**config.mk**
```make
export PLATFORM = sky130hd
export DESIGN_NAME = fcmp_flag_unit
export DESIGN_NICKNAME = d
export VERILOG_FILES = /design/src/rtl/fcmp_pkg.sv /design/src/rtl/fcmp_classify.sv /design/src/rtl/fcmp_order.sv /design/src/rtl/fcmp_encode.sv /design/src/rtl/fcmp_flag_unit.sv
export SDC_FILE = /design/constraint.sdc
export NUM_CORES = 1
export LEC_CHECK = 0
export BUFFER_PORTS_ARGS = -buffer_cell sky130_fd_sc_hd__buf_2
export CORE_MARGIN = 1.5
export CORE_UTILIZATION = 35
export DETAILED_ROUTE_END_ITERATION = 8
export PLACE_DENSITY = 0.66
export SYNTH_ARGS = -nofsm -noshare
export SYNTH_HDL_FRONTEND = slang
export SYNTH_SLANG_ARGS = --single-unit
export TNS_END_PERCENT = 50
```
**constraint.sdc**
```tcl
create_clock -name clk -period 1.55 [get_ports clk]
set_input_delay 0.155 -clock clk [delete_from_list [all_inputs] [get_ports clk]]
set_output_delay 0.155 -clock clk [all_outputs]
set_load 0.01 [all_outputs]
```
**src/rtl/fcmp_pkg.sv**
```systemverilog
package fcmp_pkg;

    localparam int POP_W = 2;
    localparam int CODE_W = 3;

    typedef enum logic [1:0] {
        REL_GT = 2'd0,
        REL_LT = 2'd1,
        REL_EQ = 2'd2,
        REL_UN = 2'd3
    } rel_e;

    typedef struct packed {
        logic              done;
        logic              inv;
        logic [POP_W-1:0]  pops;
        logic [CODE_W-1:0] cc;
        logic [CODE_W-1:0] cpu;
    } fcmp_state_t;

endpackage

```
**src/rtl/fcmp_classify.sv**
```systemverilog
module fcmp_classify #(
    parameter int EXP_W  = 8,
    parameter int FRAC_W = 23,
    localparam int WORD_W = 1 + EXP_W + FRAC_W,
    localparam int MAG_W  = EXP_W + FRAC_W
) (
    input  logic [WORD_W-1:0] word_i,
    output logic              sign_o,
    output logic              zero_o,
    output logic              nan_o,
    output logic              snan_o,
    output logic [MAG_W-1:0]  mag_o
);

    logic exp_ones;
    logic frac_nz;

    always_comb begin
        exp_ones = &word_i[WORD_W-2:FRAC_W];
        frac_nz  = |word_i[FRAC_W-1:0];
        sign_o   = word_i[WORD_W-1];
        mag_o    = word_i[MAG_W-1:0];
        zero_o   = (word_i[MAG_W-1:0] == '0);
        nan_o    = exp_ones && frac_nz;
        // signalling when the top fraction bit is clear
        snan_o   = exp_ones && frac_nz && !word_i[FRAC_W-1];
    end

endmodule

```
**src/rtl/fcmp_order.sv**
```systemverilog
module fcmp_order
    import fcmp_pkg::*;
#(
    parameter int MAG_W = 31
) (
    input  logic             a_sign_i,
    input  logic             a_zero_i,
    input  logic             a_nan_i,
    input  logic [MAG_W-1:0] a_mag_i,
    input  logic             b_sign_i,
    input  logic             b_zero_i,
    input  logic             b_nan_i,
    input  logic [MAG_W-1:0] b_mag_i,
    output rel_e             rel_o
);

    logic mag_eq;
    logic mag_gt;

    always_comb begin
        mag_eq = (a_mag_i == b_mag_i);
        mag_gt = (a_mag_i > b_mag_i);
        if (a_nan_i || b_nan_i) begin
            rel_o = REL_UN;
        end else if (a_zero_i && b_zero_i) begin
            rel_o = REL_EQ;
        end else if (a_sign_i != b_sign_i) begin
            rel_o = a_sign_i ? REL_LT : REL_GT;
        end else if (mag_eq) begin
            rel_o = REL_EQ;
        end else begin
            // negative operands reverse the magnitude order
            rel_o = (mag_gt ^ a_sign_i) ? REL_GT : REL_LT;
        end
    end

endmodule

```
**src/rtl/fcmp_encode.sv**
```systemverilog
module fcmp_encode
    import fcmp_pkg::*;
(
    input  rel_e              rel_i,
    output logic [CODE_W-1:0] code_o
);

    always_comb begin
        unique case (rel_i)
            REL_GT:  code_o = 3'b000;
            REL_LT:  code_o = 3'b001;
            REL_EQ:  code_o = 3'b100;
            default: code_o = 3'b111;
        endcase
    end

endmodule

```
**src/rtl/fcmp_flag_unit.sv**
```systemverilog
module fcmp_flag_unit
    import fcmp_pkg::*;
#(
    parameter int EXP_W   = 8,
    parameter int FRAC_W  = 23,
    parameter int MAX_POP = 2,
    localparam int WORD_W = 1 + EXP_W + FRAC_W,
    localparam int MAG_W  = EXP_W + FRAC_W,
    localparam int N_OPS  = 2
) (
    input  logic              clk,
    input  logic              rst_n,
    input  logic              valid_i,
    input  logic [WORD_W-1:0] op_a_i,
    input  logic [WORD_W-1:0] op_b_i,
    input  logic              quiet_i,
    input  logic              zero_i,
    input  logic              cpu_flags_i,
    input  logic [POP_W-1:0]  pops_i,
    output logic              done_o,
    output logic [CODE_W-1:0] cc_o,
    output logic [CODE_W-1:0] cpu_o,
    output logic              invalid_o,
    output logic [POP_W-1:0]  pop_o
);

    logic [WORD_W-1:0] op_word [N_OPS];
    logic [N_OPS-1:0]  op_sign;
    logic [N_OPS-1:0]  op_zero;
    logic [N_OPS-1:0]  op_nan;
    logic [N_OPS-1:0]  op_snan;
    logic [MAG_W-1:0]  op_mag [N_OPS];

    rel_e              rel;
    logic [CODE_W-1:0] code;
    logic [POP_W-1:0]  pops_lim;

    fcmp_state_t state_d;
    fcmp_state_t state_q;

    always_comb begin
        op_word[0] = op_a_i;
        op_word[1] = zero_i ? '0 : op_b_i;
    end

    for (genvar g = 0; g < N_OPS; g++) begin : g_cls
        fcmp_classify #(
            .EXP_W  (EXP_W),
            .FRAC_W (FRAC_W)
        ) i_cls (
            .word_i (op_word[g]),
            .sign_o (op_sign[g]),
            .zero_o (op_zero[g]),
            .nan_o  (op_nan[g]),
            .snan_o (op_snan[g]),
            .mag_o  (op_mag[g])
        );
    end

    fcmp_order #(
        .MAG_W (MAG_W)
    ) i_order (
        .a_sign_i (op_sign[0]),
        .a_zero_i (op_zero[0]),
        .a_nan_i  (op_nan[0]),
        .a_mag_i  (op_mag[0]),
        .b_sign_i (op_sign[1]),
        .b_zero_i (op_zero[1]),
        .b_nan_i  (op_nan[1]),
        .b_mag_i  (op_mag[1]),
        .rel_o    (rel)
    );

    fcmp_encode i_encode (
        .rel_i  (rel),
        .code_o (code)
    );

    always_comb begin
        pops_lim = (int'(pops_i) > MAX_POP) ? POP_W'(MAX_POP) : pops_i;
    end

    always_comb begin
        state_d      = state_q;
        state_d.done = valid_i;
        state_d.inv  = 1'b0;
        state_d.pops = '0;
        if (valid_i) begin
            state_d.inv  = (|op_snan) || (!quiet_i && (|op_nan));
            state_d.pops = pops_lim;
            if (cpu_flags_i) begin
                state_d.cpu = code;
            end else begin
                state_d.cc = code;
            end
        end
    end

    always_ff @(posedge clk or negedge rst_n) begin
        if (!rst_n) begin
            state_q <= '0;
        end else begin
            state_q <= state_d;
        end
    end

    assign done_o    = state_q.done;
    assign cc_o      = state_q.cc;
    assign cpu_o     = state_q.cpu;
    assign invalid_o = state_q.inv;
    assign pop_o     = state_q.pops;

endmodule

```
==> results of run 1 <==
layer usage:
metal  vias to the layer above  track usage, %  routed length, um
li1                        937               -                  -
met1                       865            30.0               2150
met2                        73            42.0               2510
met3                         6            2.03                250
met4                         0            3.57                 41
met5                         -               0                  0
worst max-delay path, cell delays in order:
cell and delay, ns:
buf_12 0.13, inv_16 0.07, nand2_4 0.06, ha_4 0.26
and4_1 0.21, nor4b_4 0.23, nor3b_4 0.27, o41ai_2 0.11
a21oi_1 0.16, o31ai_2 0.10, mux2_4 0.26
how the worst min path moves through the flow:
stage                 start             endpoint  slack (ns)  cells after the start
global placement      rst_n     done_o$_DFF_PN0_        0.02                      1
CTS                 valid_i     done_o$_DFF_PN0_        0.10                      1
detailed placement    rst_n     done_o$_DFF_PN0_        0.02                      1
floorplan             rst_n  cc_o[0]$_DFFE_PN0P_       -0.14                      0
finish              valid_i     done_o$_DFF_PN0_        0.10                      1
global route        valid_i     done_o$_DFF_PN0_        0.10                      1
final cells by class:
class                           count  area [um^2]
Multi-Input combinational cell    163         1400
Fill cell                         323         1240
Clock buffer                        3         41.3
Timing Repair inverter              2         22.5
Sequential cell                    10          250
Inverter                            2         23.8
Timing Repair Buffer              122          731
Tap cell                           48         60.1
sequential cells by signal, indices dropped and copies added, names as in the netlist:
name / flops
cpu_o: 3
done_o: 1
pop_o: 2
cc_o: 3
invalid_o: 1
logic make-up (layout without fill, tap and decap cells):
family / count (synthesis) / count (layout) / synth area share [%]
AOI/OAI and AO/OA: 36 / 36 / 17.1
and+or+nand+nor: 94 / 94 / 34.9
adders and majority gates: 31 / 31 / 27.4
DFF: 10 / 10 / 17.7
muxes: 2 / 2 / 1.59
buffers and inverters: 5 / 129 / 1.32
through the flow:
stage | power (mW) | instances | hold slack, ns
6_report | 1.17 | 350 | 0.102
5_1_grt | 1.26 | 350 | 0.103
4_1_cts | 1.14 | 349 | 0.102
3_3_place_gp | 0.812 | 341 | 0.0194
3_5_place_dp | 0.821 | 341 | 0.0180
2_1_floorplan | 0.546 | 178 | -0.141
layout by cell type, fill, tap and decap left out, types with 6 or more instances in the layout:
master,n
buf_2,80
buf_4,40
nor2_1,6
dfrtp_1,10
nand3_1,6
nor4_1,9
a21oi_1,13
nand4_1,7
ha_1,18
ha_4,12
nand2_1,32
nand2_2,10
power by group:
group	internal, mW	total [mW]	leakage, nW	switching [mW]
clock	0.168	0.251	0.0216	0.0831
sequential	0.283	0.294	0.126	0.0102
combinational	0.322	0.623	1.07	0.301
timing repair:
action / 4_1_cts / 5_1_grt
gates resized for setup: 25 / 10
setup buffers: 2 / 1
cloned: 2 / 0
hold buffers: 1 / 0
pin swaps: 8 / 3
setup endpoints to repair: 4 / 6
endpoints found under the hold margin: 10 / 0
==> results.toml, run 1 <==
[timing]
period_minus_slack_ns = 1.92
fin_skew_ns = 0
finalHoldViolCount = 0
fmaxAchievable_ghz = 0.521
slew_viol_final = 0
tightest_slew_ns = 0.353
slew_headroom_pct = 76.4
setup_viol = 4
setup_tns_ns = -1.11
finalWorstSetupSlack_ns = -0.371
rsz0062_at_grt = "true"
period_share_pct = 124

[route]
viasPerCell = 5.37
vias = 1881
drt_iter0_drc = 66
drc = 0
firstDrtPassIters = 5
routedWlPerCell_um = 14.2
ant_nets = 0
routed_wl_um = 4960

[yosys]
synth_ff_type = "dfrtp_1"
synthesis.area_um2 = 1420
yosysTopAreaCell = "ha_1"
synth_nets = 281
synth_edf_count = 0
syn_inst = 178
synth_seq_cells = 10
synthDominantCellAreaShare_pct = 27.4
netlist_top_cells_area = "ha_1 (27%), dfrtp_1 (18%), nand2_1 (12%)"
post-synth-top-count-cell = "nand2_1"
yosysWarningCount = 0
seq_area_frac_synth_pct = 17.7
yosys-top-cells-count = "nand2_1 (44), ha_1 (31), a21oi_1 (15)"
synth_cell_type_count = 40
async_flop_share_pct = 100
syn_area_per_cell_um2 = 7.96

[floorplanning]
die_h_um = 66.6
fp.dieW_um = 66.6
rows = 22
pin_count = 82
fp.dieArea_um2 = 4440
initial_core_util_pct = 37.6
core_um2 = 3770

[clock_tree]
cts_htree_levels = 1
clk_latency_ns = 0.22
clk_pin_slew_ns = 0.04
cts-buffers-inserted = 3
cts_root_buffer = "clkbuf_8"
clockBufferDepth = 2
clock_sinks = 10
cts_tree = "yes"

[global_routing]
grt_overflow = 0
grtUsageTotal_pct = 23.1
antenna_found_initial = 0
grt_max_degree = 16
grt_pass1_wl_um = 7980
grt_pass1_vias = 1808

[setup_path]
reg2regPathDepth = 1
cp-end-kind = "flop"
endpoint = "cpu_o[0]$_DFFE_PN0P_"
critPathKind = "primary input to flop"
crit_fanout = 8
crit_path_start = "zero_i"
reg2reg_slack_ns = 0.81
r2r-start = "cc_o[0]$_DFFE_PN0P_"
r2r_end = "cc_o[0]$_DFFE_PN0P_"
critPathRequiredTime_ns = 1.66
startpoint_type = "primary input"
crit_arrival_ns = 2.03

[power]
irDropWorstVdd_uv = 387
cellLeakagePower_nw = 1.22
power_density_nw_per_um2 = 462

[run]
drv_cap = 0

[placed_design]
hpwl_um = 3940
place.gp.congestion = 0.917
dpl_cell_area_um2 = 2230
place_ws_ns = -0.789
port_buffers = 81

[final_layout]
diodes = 0
finalNetCount = 407
drive_gt1_share_pct = 55.6
final_util_pct = 67.1
synthToLayoutAreaGrowth_pct = 78.7
design_area_um2 = 2530

[run_status]
violations = "setup timing"
status = "complete, but fails checks"

[hold_path]
hold_path_class = "primary input to flop"
Power figures use the tool's default switching activity.
==> run 2: changes to the inputs <==
- CORE_MARGIN: 1.5 -> not set
==> run 2 against run 1 <==
Compared with the run above:
- the flow still finishes with violations (setup timing)
- clock-buffer cell count increased by 1
- sequential share of layout area fell by 0.26 points
- critical endpoint unchanged
- highest routed layer unchanged
- utilization up 1.8 points
- register-to-register slack got worse by 0.02 ns
- non-clock buffer count rose by 5
==> results.toml, run 2 (same netlist as run 1, synthesis figures left out) <==
[timing]
setup_viol = 4
fin_skew_ns = 0
slew_headroom_pct = 73.4
slew_viol_final = 0
tightest_slew_ns = 0.398
finalHoldViolCount = 0
period_minus_slack_ns = 1.96
finalWorstSetupSlack_ns = -0.414
period_share_pct = 127
rsz0062_at_grt = "true"
fmaxAchievable_ghz = 0.509
timing.hold.ws_ns = 0.110

[setup_path]
reg2reg_slack_ns = 0.79
max_stage_delay_ns = 0.33
r2r-start = "cc_o[0]$_DFFE_PN0P_"
crit_chain = "buf_12, inv_16, nand2_4, ha_4, buf_4, a21oi_1, nand2_1, a221oi_1, o21a_1, a21oi_1, o31ai_2, mux2_4"
cpMostUsedCell = "a21oi_1"
critPathRequiredTime_ns = 1.72
crit_arrival_ns = 2.13
path_buf_inv = 3
critPathKind = "primary input to flop"
crit_path_start = "zero_i"
endpoint = "cpu_o[0]$_DFFE_PN0P_"
r2r_end = "cc_o[0]$_DFFE_PN0P_"
cp-end-kind = "flop"
startpoint_type = "primary input"
cp.depth = 12
crit_fanout = 8
crit_family = "compound AO/OA/AOI/OAI gates"
critPathSlowestCell = "a221oi_1"
reg2regPathDepth = 1

[clock_tree]
cts_htree_levels = 1
cts-buffers-inserted = 3
clk_pin_slew_ns = 0.05
clk_latency_ns = 0.23
cts_root_buffer = "clkbuf_8"
clockBufferDepth = 2
clock_sinks = 10
cts_tree = "yes"

[placed_design]
place_ws_ns = -0.824
dp_cells = 344
hpwl_um = 3970
place.gp.congestion = 0.917
port_buffers = 81

[power]
power_density_nw_per_um2 = 481
irDropWorstVdd_uv = 297
p_total_mw = 1.25
cellLeakagePower_nw = 1.25

[run]
drv_cap = 0

[route]
routedWlPerCell_um = 14.7
viasPerCell = 5.40
vias = 1924
firstDrtPassIters = 4
drt_iter0_drc = 95
drc = 0
routed_wl_um = 5250
ant_nets = 0

[final_layout]
mostFrequentLayoutCells = "buf_2 (80), buf_4 (45), nand2_1 (31)"
diodes = 0
final_common_cell = "buf_2"
drive_gt1_share_pct = 57.1
fin_cells = 356
synthToLayoutAreaGrowth_pct = 83.6
finalNetCount = 412
num-fill-cells = 313

[run_status]
status = "complete, but fails checks"
violations = "setup timing"

[global_routing]
grt_max_degree = 16
antenna_found_initial = 0
grt_overflow = 0
grtUsageTotal_pct = 25.6
grt_pass1_wl_um = 8430
grt_pass1_vias = 1940

[floorplanning]
core_um2 = 3770
initial_core_util_pct = 37.6
rows = 22
fp.dieArea_um2 = 4310
die_h_um = 65.6
fp.dieW_um = 65.6
pin_count = 82

[hold_path]
hold_path_class = "primary input to flop"
[run 2: report_power, final]
group	total, mW	switching, mW	leakage, nW	internal [mW]
Sequential	0.294	0.0108	0.126	0.283
Clock	0.316	0.0936	0.0288	0.223
Combinational	0.641	0.309	1.09	0.332
[run 2: per-layer routing]
metal / GRT usage (%) / routed length, um
met5: 0 / 0
met4: 9.24 / 147
met3: 3.65 / 248
met2: 45.6 / 2660
met1: 30.7 / 2200
[run 2: worst min path at each step]
stage               startpoint             endpoint  slack [ns]  cells after the start
floorplan                rst_n  cc_o[0]$_DFFE_PN0P_       -0.14                      0
global placement         rst_n     done_o$_DFF_PN0_        0.02                      1
detailed placement       rst_n     done_o$_DFF_PN0_        0.02                      1
CTS                    valid_i     done_o$_DFF_PN0_        0.11                      1
global route           valid_i     done_o$_DFF_PN0_        0.11                      1
finish                 valid_i     done_o$_DFF_PN0_        0.11                      1
[run 2: cell type report]
| class | count | area (um^2) | share of cell area (%) |
|---|---|---|---|
| clock buffer | 4 | 55.1 | 2.12 |
| inverter | 2 | 23.8 | 0.914 |
| multi-input combinational | 163 | 1420 | 54.5 |
| sequential | 10 | 250 | 9.62 |
| tap | 48 | 60.1 | 2.31 |
| timing repair buffer | 127 | 768 | 29.5 |
| timing repair inverter | 2 | 25.0 | 0.962 |
[run 2: repair_timing]
action                     4_1_cts  5_1_grt
resized for setup               26       11
setup endpoints to repair        4        6
cloned                           2        0
hold endpoints to repair        10        0
buffers inserted                 3        2
hold buffers                     1        0
pin swaps                        6        6
[run 2: metrics by stage]
| step | TNS (ns) | util, % | cell area (um^2) |
|---|---|---|---|
| 6_report | -1.42 | 68.9 | 2600 |
| 5_1_grt | -1.77 | 68.9 | 2600 |
| 4_1_cts | -1.06 | 66.8 | 2520 |
| 3_5_place_dp | -3.23 | 59.7 | 2250 |
| 3_3_place_gp | -2.75 | 59.7 | 2250 |
| 2_1_floorplan | -2.07 | - | 1520 |
==> run 3: changes to the inputs <==
- CAP_MARGIN: not set -> 20
- CORE_UTILIZATION: 35 -> 48
- PLACE_DENSITY: 0.66 -> 0.87
- SKIP_CTS_REPAIR_TIMING: not set -> 1
==> run 3 against run 2 <==
Compared with the run above:
- the flow still finishes with violations (setup timing)
- worst hold slack lost 0.045 ns
- fmax shrank 10%
- non-clock buffer count shrank 2
- setup slack lost 0.22 ns
- clock power shrank 39%
- register-to-register slack lost 0.02 ns
- wire length grew 63%
- via count grew 28%
- sequential share of layout area is essentially flat
- critical path type unchanged
- global-route usage grew 4.7 points
- sequential power is essentially flat
- utilization grew 24 points
==> results.toml, run 3 (same netlist as run 1, synthesis figures left out) <==
[global_routing]
grt_pass1_vias = 1913
grt_pass1_wl_um = 7720
antenna_found_initial = 1
grt_max_degree = 30
grtUsageTotal_pct = 30.3
grt_overflow = 0

[setup_path]
r2r-start = "cc_o[2]$_DFFE_PN0P_"
critPathRequiredTime_ns = 1.77
cp-end-kind = "flop"
reg2regPathDepth = 2
startpoint_type = "primary input"
endpoint = "cc_o[0]$_DFFE_PN0P_"
max_stage_delay_ns = 0.33
critPathSlowestCell = "o31a_1"
crit_path_start = "zero_i"
r2r_end = "cc_o[2]$_DFFE_PN0P_"
reg2reg_slack_ns = 0.77
crit_arrival_ns = 2.40
crit_chain = "buf_16, clkinv_8, buf_6, nand2_4, ha_4, o21ai_2, nor2_1, o31a_1, o41ai_2, a21oi_1, o31ai_2, mux2_4"
crit_fanout = 7
critPathKind = "primary input to flop"

[timing]
finalWorstSetupSlack_ns = -0.631
period_share_pct = 141
setup_viol = 6
fin_skew_ns = 0
period_minus_slack_ns = 2.18
slew_headroom_pct = 69.0
finalHoldViolCount = 0
tightest_slew_ns = 0.464
slew_viol_final = 0
rsz0062_at_grt = "true"
fmaxAchievable_ghz = 0.458

[final_layout]
num-fill-cells = 82
drive_gt1_share_pct = 56.9
synthToLayoutAreaGrowth_pct = 83.3
fin_cells = 338
final_common_cell = "buf_2"
finalNetCount = 411
final_util_pct = 93.3
design_area_um2 = 2600
mostFrequentLayoutCells = "buf_2 (80), buf_4 (41), nand2_1 (31)"

[route]
vias = 2463
highest_layer = "met4"
firstDrtPassIters = 8
viasPerCell = 7.29
drt_iter0_drc = 230
ant_nets = 0
routed_wl_um = 8550
routedWlPerCell_um = 25.3
drc = 0
wl_met1_um = 2650
met3WireLength_um = 1140
wl_met2_um = 3650

[floorplanning]
fp.dieW_um = 56.3
fp.dieArea_um2 = 3170
rows = 19
initial_core_util_pct = 50.9
pin_count = 82
die_h_um = 56.3
core_um2 = 2780

[placed_design]
place.gp.congestion = 0.841
port_buffers = 81
dpl_cell_area_um2 = 2240
hpwl_um = 4030
dp_cells = 327

[hold_path]
hold_path_class = "primary input to flop"

[power]
irDropWorstVdd_uv = 619
p_total_mw = 1.24
cellLeakagePower_nw = 1.25
power_density_nw_per_um2 = 478

[clock_tree]
clk_pin_slew_ns = 0.07
cts_tree = "yes"
clk_latency_ns = 0.28
clockBufferDepth = 2
clock_sinks = 10
cts_root_buffer = "clkbuf_4"
cts-buffers-inserted = 3
cts_htree_levels = 1

[run_status]
violations = "setup timing"
status = "complete, but fails checks"

[run]
drv_cap = 0
==> run 3: how the worst min path moves through the flow <==
stage	start	end	slack [ns]	cells past startpoint
2_1_floorplan	rst_n	cc_o[0]$_DFFE_PN0P_	-0.14	0
3_3_place_gp	rst_n	done_o$_DFF_PN0_	0.02	1
3_5_place_dp	rst_n	cpu_o[2]$_DFFE_PN0P_	0.02	1
4_1_cts	rst_n	done_o$_DFF_PN0_	-0.26	1
5_1_grt	valid_i	done_o$_DFF_PN0_	0.06	1
6_report	valid_i	done_o$_DFF_PN0_	0.06	1
==> run 3: per-layer routing <==
layer / GRT usage, % / up-vias
met5: 0 / -
li1: - / 948
met4: 11.5 / 0
met2: 57.3 / 319
met3: 4.61 / 143
met1: 33.7 / 1053
==> run 3: worst max-delay path, delay by kind of cell <==
kind / cells / cell delay [ns]
multiplexers: 1 / 0.19
AO/OA/AOI/OAI: 5 / 1.34
adder cells (fa/ha/maj): 1 / 0.20
AND/OR/NAND/NOR: 2 / 0.13
buffers and inverters: 3 / 0.37
==> run 3: stage by stage <==
step | setup TNS, ns | setup WS (ns) | hold WS [ns]
global placement | -2.66 | -0.715 | 0.0164
detailed placement | -3.11 | -0.826 | 0.0176
finish | -2.09 | -0.631 | 0.0650
CTS | -1.88 | -0.559 | -0.260
floorplan | -2.07 | -0.645 | -0.141
global route | -2.65 | -0.758 | 0.0556
==> run 3: final cells by class <==
class                   count  area [um^2]  share of cell area, %
diodes                      1         2.50                 0.0964
clock buffers               3         22.5                  0.867
flip-flops and latches     10          250                   9.64
multi-input cells         163         1440                   55.5
inverters                   2         23.8                  0.916
well taps                  31         38.8                   1.49
repair inverters            3         41.3                   1.59
repair buffers            125          777                   29.9
==> run 3: where the power goes <==
group	switching (mW)	leakage, nW	total [mW]	internal (mW)
clock	0.102	0.0138	0.192	0.0903
combinational	0.398	1.11	0.753	0.355
sequential	0.0144	0.126	0.297	0.282
